===== config.mk =====
export PLATFORM = sky130hd
export DESIGN_NAME = frac_rate_counter
export DESIGN_NICKNAME = d
export VERILOG_FILES = /design/src/rtl/frc_pkg.sv /design/src/rtl/frc_regs.sv /design/src/rtl/frc_accum.sv /design/src/rtl/frac_rate_counter.sv
export SDC_FILE = /design/constraint.sdc
export NUM_CORES = 1
export LEC_CHECK = 0
export BUFFER_PORTS_ARGS = -buffer_cell sky130_fd_sc_hd__buf_4
export CAP_MARGIN = 25
export CORE_MARGIN = 1.5
export CORE_UTILIZATION = 60
export CTS_CLUSTER_SIZE = 16
export DETAILED_ROUTE_END_ITERATION = 6
export PLACE_DENSITY = 0.87
export SLEW_MARGIN = 15
export SYNTH_ARGS = -nofsm -noshare
export SYNTH_HDL_FRONTEND = slang
export SYNTH_HIERARCHICAL = 1
export SYNTH_SLANG_ARGS = --single-unit

===== constraint.sdc =====
create_clock -name clk -period 7.4 [get_ports clk]
set_clock_uncertainty 0.1 [all_clocks]
set_input_delay 1.85 -clock clk [delete_from_list [all_inputs] [get_ports clk]]
set_output_delay 1.85 -clock clk [all_outputs]
set_load 0.01 [all_outputs]

===== src/rtl/frc_pkg.sv =====
package frc_pkg;
  localparam int REG_STEP = 0;
  localparam int REG_MOD  = 1;
  localparam int REG_N    = 2;
endpackage


===== src/rtl/frc_regs.sv =====
module frc_regs
  import frc_pkg::*;
#(
  parameter int DATA_W = 32,
  parameter int ADDR_W = 8,
  parameter int FRAC_W = 12,
  parameter int STEP_OFS = 'h10,
  parameter int MOD_OFS  = 'h14,
  parameter int NUM_RST = 4,
  parameter int DEN_RST = 25
) (
  input  logic              clk,
  input  logic              rst,
  input  logic              wr_en,
  input  logic              rd_en,
  input  logic [ADDR_W-1:0] addr,
  input  logic [DATA_W-1:0] wdata,
  output logic [DATA_W-1:0] rdata,
  output logic [FRAC_W-1:0] step_fld,
  output logic [FRAC_W-1:0] mod_fld,
  output logic              wr_hit
);
  logic [DATA_W-1:0] regs_q [REG_N];
  logic [REG_N-1:0]  match;
  logic [DATA_W-1:0] rd_mux;

  for (genvar i = 0; i < REG_N; i++) begin : g_reg
    localparam logic [ADDR_W-1:0] OFS  = (i == REG_STEP) ? ADDR_W'(STEP_OFS) : ADDR_W'(MOD_OFS);
    localparam logic [DATA_W-1:0] RSTV = (i == REG_STEP) ? DATA_W'(NUM_RST) : DATA_W'(DEN_RST);
    assign match[i] = (addr == OFS);
    always_ff @(posedge clk) begin
      if (rst) regs_q[i] <= RSTV;
      else if (wr_en && match[i]) regs_q[i] <= wdata;
    end
  end

  always_comb begin
    rd_mux = '0;
    for (int i = 0; i < REG_N; i++)
      if (match[i]) rd_mux = regs_q[i];
  end

  always_ff @(posedge clk) begin
    if (rst) rdata <= '0;
    else if (rd_en) rdata <= rd_mux;
  end

  assign wr_hit   = wr_en && (|match);
  assign step_fld = regs_q[REG_STEP][FRAC_W-1:0];
  assign mod_fld  = regs_q[REG_MOD][FRAC_W-1:0];

  assert_unmapped_zero_R7: assert property (@(posedge clk) disable iff (rst)
    (rd_en && match == '0) |=> rdata == '0);
  assert_rdata_hold_R7: assert property (@(posedge clk) disable iff (rst)
    !rd_en |=> $stable(rdata));
endmodule


===== src/rtl/frc_accum.sv =====
module frc_accum #(
  parameter int FRAC_W = 12,
  parameter int CNT_W  = 64
) (
  input  logic              clk,
  input  logic              rst,
  input  logic [FRAC_W-1:0] step,
  input  logic [FRAC_W-1:0] modulus,
  input  logic              clr,
  output logic [CNT_W-1:0]  count
);
  localparam int ACC_W = FRAC_W + 1;

  logic [FRAC_W-1:0] acc;
  logic [ACC_W-1:0]  sum, rem;
  logic              reach, clamp;

  assign sum   = {1'b0, acc} + {1'b0, step};
  assign reach = sum >= {1'b0, modulus};
  assign rem   = sum - {1'b0, modulus};
  assign clamp = rem >= {1'b0, modulus};

  always_ff @(posedge clk) begin
    if (rst) begin
      acc   <= '0;
      count <= '0;
    end else if (clr) begin
      acc <= '0;
    end else if (modulus != '0) begin
      if (reach) begin
        count <= count + 1'b1;
        acc   <= clamp ? modulus - 1'b1 : rem[FRAC_W-1:0];
      end else begin
        acc <= sum[FRAC_W-1:0];
      end
    end
  end

  assert_step_one_R3: assert property (@(posedge clk) disable iff (rst)
    1'b1 |=> (count == $past(count) || count == CNT_W'($past(count) + 1'b1)));
  assert_acc_below_mod_R3: assert property (@(posedge clk) disable iff (rst)
    (modulus != '0 && !clr) |=> acc < $past(modulus));
  assert_zero_mod_hold_R4: assert property (@(posedge clk) disable iff (rst)
    (modulus == '0) |=> (count == $past(count) && acc == $past(acc)));
  assert_write_clears_R5: assert property (@(posedge clk) disable iff (rst)
    clr |=> (acc == '0 && count == $past(count)));
endmodule


===== src/rtl/frac_rate_counter.sv =====
module frac_rate_counter #(
  parameter int DATA_W   = 32,
  parameter int ADDR_W   = 8,
  parameter int FRAC_W   = 12,
  parameter int CNT_W    = 64,
  parameter int STEP_OFS = 'h10,
  parameter int MOD_OFS  = 'h14,
  parameter int NUM_RST  = 4,
  parameter int DEN_RST  = 25
) (
  input  logic              clk,
  input  logic              rst,
  input  logic              bus_wr,
  input  logic              bus_rd,
  input  logic [ADDR_W-1:0] bus_addr,
  input  logic [DATA_W-1:0] bus_wdata,
  output logic [DATA_W-1:0] bus_rdata,
  output logic [CNT_W-1:0]  rt_count
);
  logic [FRAC_W-1:0] step_fld, mod_fld;
  logic              wr_hit;

  frc_regs #(
    .DATA_W(DATA_W), .ADDR_W(ADDR_W), .FRAC_W(FRAC_W),
    .STEP_OFS(STEP_OFS), .MOD_OFS(MOD_OFS),
    .NUM_RST(NUM_RST), .DEN_RST(DEN_RST)
  ) u_regs (
    .clk(clk), .rst(rst), .wr_en(bus_wr), .rd_en(bus_rd),
    .addr(bus_addr), .wdata(bus_wdata), .rdata(bus_rdata),
    .step_fld(step_fld), .mod_fld(mod_fld), .wr_hit(wr_hit)
  );

  frc_accum #(.FRAC_W(FRAC_W), .CNT_W(CNT_W)) u_accum (
    .clk(clk), .rst(rst), .step(step_fld), .modulus(mod_fld),
    .clr(wr_hit), .count(rt_count)
  );

  assert_unmapped_write_R9: assert property (@(posedge clk) disable iff (rst)
    (bus_wr && !wr_hit) |=> ($stable(step_fld) && $stable(mod_fld)));
endmodule


; Word-level counts from Yosys, hierarchy flattened
; Memories as Yosys holds them, arrays and structs flattened.
; Index checks and enable logic that the tools add are counted.
[totals]
register_bits = 108
ram_bits = 64
inputBits = 44
output_inout_bits = 96
word_cells = 36
memories = 1
[mem_list]
columns = name, words, width, rd, rd_clocked_by_memory_dff, write_ports, line
row1 = u_regs.regs_q, 2, 32, 2, 0, 2, frc_regs.sv:23  ; logic [DATA_W-1:0] regs_q [REG_N];
[classes]
n_addsub = 4
magnitude_cmp = 2
n_eq_ne = 2
muxes = 14
bitwise = 3
n_reduce_logical = 7
[op_table]
columns = cell, n
row1 = 2-to-1 mux 32 bit, 4
row2 = adder 64 x 1 -> 64 bit (second input constant), 1
row3 = >= comparator 13 x 12 -> 1 bit, 2
row4 = 2-to-1 mux 12 bit, 2
row5 = == test 8 x 5 -> 1 bit (second input constant), 2
row6 = adder 12 x 12 -> 13 bit, 1
row7 = subtractor 13 x 12 -> 13 bit, 1
row8 = nonzero test 12 bit, 1
row9 = subtractor 12 x 1 -> 12 bit (second input constant), 1
row10 = 2-to-1 mux 1 bit, 8
row11 = OR reduction 2 bit, 2
row12 = logical AND 1 bit, 3
row13 = AND reduction 3 bit, 1
row14 = bitwise OR 1 bit, 2
row15 = inverter 1 bit, 1

; Logic depth before layout (Yosys ltp)
[logic_depth]
word_depth = 6
ltp_mapped = 22
mapped_depth_nobuf = 20

; By module
; The synthesis kept the hierarchy.
[modules_own_cells]
columns = module, instances, cells_each, area_per_inst_um2, seq_area_each_um2
row1 = frc_accum, 1, 671, 5243.8, 1521.5
row2 = frc_regs, 1, 344, 4169.0, 2562.5

; Least setup slack after synthesis
; Ideal clock, no wire load.
[synth_path]
path_kind = register to register
startpoint = memory u_regs.regs_q[0][0]
endpoint = register u_accum.acc[6]
setup_time_ns = 0.130
arrival_time_ns = 4.676
t_required_ns = 7.170
path_slack_ns = 2.493
path_stages_with_launch = 22
n_path_buf = 1
synth_period_minus_slack_ns = 4.907
path_cell_list = edfxtp_1 -> buf_4 -> ha_1 -> fa_1 -> a21o_1 -> a21oi_1 -> o21ai_0 -> xor2_1 -> ha_1 -> nor3_1 -> inv_1 -> o221a_2 -> o41ai_1 -> xnor2_1 -> ha_1 -> a211o_1 -> a2111oi_0 -> o21ai_0 -> a41o_1 -> or3_1 -> a31oi_1 -> a21oi_1
[synth_lines]
columns = item, line
row1 = start: declaration, frc_regs.sv:23
row2 = end signal: assignment, frc_accum.sv:32  ; acc <= clamp ? modulus - 1'b1 : rem[FRAC_W-1:0];
row3 = end signal: assignment, frc_accum.sv:34  ; acc <= sum[FRAC_W-1:0];
row4 = end: declaration, frc_accum.sv:14  ; logic [FRAC_W-1:0] acc;

==> results.md <==
- Pre-CTS setup slack: ~1.9 ns
- Layout area overhead: 17.43%
- Power per cell area: about 320 nW/um2
- Mux cell area share after synthesis: about 4.5%
- Final min period: ~5.7 ns
- Clock Sinks: around 170
- Measured slew at the worst slew-check pin: approximately 1.1 ns
- Die height: 128.3 um
- Post-synthesis adder-cell area fraction: 5.477%
- Setup Buffers After CTS: 0
- Synth cell types: between 60 and 70
- Clock transition at the registers of the reported paths: 0.07 ns
- DP HPWL: 15.53 mm
- Routed vias/inst: 6.021
- Cell area after synthesis: roughly 9400 um2
- CTS H-Tree Depth: 4
- Complex-gate fraction of the synthesized area: between 10% and 20%
- Hold Path Class: reg -> reg
- Initial antenna violation count: 0
- CTS Hold Bufs: 0
- Most used DFF post-synth: dfxtp_1
- Fin area: 11050 um2
- Worst hold slack: 0.3940 ns
- Detailed Routing Iterations Pass 1: 6
- DR WL/cell: between 15 and 20 um
- # IOs: between 100 and 150
- Startpoint types: flip-flop
- Cells after DPL: 1303
- Pins over their slew limit: 0
- Largest cells by area after synthesis: dfxtp_1 23%, edfxtp_1 20%, nor2_1 5.4%, ha_1 5.1%, nand2b_1 4.5%
- Critical path endpoint category: flip-flop
- Final #Nets: approximately 1200
- Number of global-route vias before repair: about 7600
- Syn_area_per_cell: approximately 9.3 um2
- Largest family of logic cells by synthesized area: simple AND/OR/NAND/NOR gates
- Die width: between 100 and 150 um
- Synth top area share: 22.97%
- DR iter-0 viols: 670
- Static leakage: between 4 and 5 nW
- #FFs+latches synth: between 150 and 200
- Number of enable flip-flop cells after synthesis: 64
- Synth cell count leaders: 136 x nor2_1, 108 x dfxtp_1, 68 x nand2b_1
- Share of layout cells above drive strength 1: about 19%
- Overflow after GRT: 0
- Cell taking the most area after synthesis: dfxtp_1
- Final-report setup violation count: 0
- Diode count: 0
- Core box area: 15260 um2
- Die footprint: roughly 16000 um2
- Latest clock arrival within the worst-skew pair: approximately 0.44 ns
- Via Count: 8044
- Routed Antenna Nets: 0
- Final non-filler cell total: 1336
- Detailed-route DRC error count: 0
- Slew headroom: 27.15%
- Clock tree root driver cell: clkbuf_16
- Mapped Cells: between 1000 and 1500
- Max cap viols: 0
- Post-Syn Nets: approximately 1100
- Post-synth ARST share: 0%
- FMAX: between 150 and 200 MHz
- Final hold violation count: 0
- Crit path kind: reg -> reg
- Outcome: completed
- Pin count of the biggest net entering global routing: 101
- Worst EP required: approximately 7.6 ns
- I/O Buffers: about 140
- Final worst path period share: between 70% and 80%
- Cell area after placement: about 10000 um2
- Max VDD drop: about 0.21 mV
- Setup TNS Final: 0 ns
- Final setup margin: 1.673 ns
- XOR/XNOR Fraction of Synth Area: under 10%
- Final GP Congestion: roughly 0.93
- Count leader, synth: nor2_1
- Post_cts resized: 0
- Post-Synth Simple-Gate Area: between 20% and 30%
- Initial core utilization: approximately 62%
- RSZ-0062 raised after global routing: false
- GRT Overall Usage: around 29%
- First-pass GRT wire length: between 30 and 40 mm
- Arrival time worst endpoint: between 5 and 6 ns
- Cell row count: 45
- Post-Route WL: 23.44 mm
- CP max FO: 15
- Max clock buf depth: 2
- Yosys warnings: 6
- CTS Buf Count: 17
- Post-synthesis sequential area ratio: ~43%
- CTS tree: yes
layer usage:
| metal | GRT usage [%] | wire length (um) | up-vias |
|---|---|---|---|
| li1 | - | - | 3810 |
| met1 | 35.93 | 9842 | 3823 |
| met2 | 47.66 | 11320 | 358 |
| met3 | 6.678 | 1753 | 53 |
| met4 | 11.24 | 525 | 0 |
| met5 | 0 | 0 | - |
sequential cells by signal, summed over array words and instances, names as in the netlist:
register,cells
u_regs/regs_q,64
u_accum/count,64
u_regs/rdata,32
u_accum/acc,12
final timing paths:
check | start | to | slack (ns) | cells after the start
min reg2reg | u_regs/rdata[8] | u_regs/rdata[8] | 0.39 | 2
min | u_regs/rdata[8] | u_regs/rdata[8] | 0.39 | 2
max reg2reg | u_regs/regs_q[0][0] | u_accum/acc[6] | 1.67 | 20
max | u_regs/regs_q[0][0] | u_accum/acc[6] | 1.67 | 20
area by class of cell:
type                       count  area, um2
tap                          211      264.0
clock inverter                13      145.1
multi-input combinational    737       4825
inverter                      34      127.6
timing repair buffer         150       1144
clock buffer                  19      464.2
fill                        1054       4205
sequential                   172       4084
cells in the final DEF (no fill, tap or decap), drive strengths merged, types with 9 or more instances in the layout:
cell type	count
nand3	32
o32ai	32
nor3	35
a21o	11
edfxtp	64
nor2b	12
a21oi	46
nand2	42
nand2b	68
or3	17
mux2i	32
buf	150
clkbuf	19
o21ai	43
xnor2	48
nor2	136
ha	38
nor4	13
dfxtp	108
nand4	18
xor2	15
inv	40
mux2	9
and2	9
cells by family (layout without fill, tap and decap cells):
logic type                 count (synthesis)  in the layout
buffers and inverters                    106            216
AOI/OAI and AO/OA                        180            180
xor gates and xnor gates                  63             63
and+or+nand+nor                          413            413
adders and majority gates                 40             40
muxes                                     41             41
DFF                                      172            172
worst max-delay path, stage by stage, from the launching register on:
cell	delay [ns]
edfxtp_1	0.39
ha_1	0.27
fa_1	0.44
a21o_1	0.18
a21oi_1	0.21
o21ai_0	0.13
xor2_1	0.19
ha_1	0.25
nor3_1	0.20
inv_1	0.11
o221a_2	0.30
o41ai_1	0.37
xnor2_1	0.20
ha_1	0.28
a211o_1	0.28
a2111oi_0	0.38
o21ai_0	0.23
a41o_1	0.41
or3_1	0.37
a31oi_1	0.19
a21oi_1	0.10
report_power, final:
part	switching, mW	internal, mW	leakage, nW
Combinational	0.947	0.589	2.42
Clock	0.428	0.481	0.301
Sequential	0.0368	1.03	1.48
stage by stage:
stage / utilization (%) / power (mW)
2_1_floorplan: - / 2.218
3_3_place_gp: 68.23 / 2.496
3_5_place_dp: 68.41 / 2.542
4_1_cts: 72.41 / 3.461
5_1_grt: 72.44 / 3.687
6_report: 72.44 / 3.516
(Power assumes the default switching activity.)
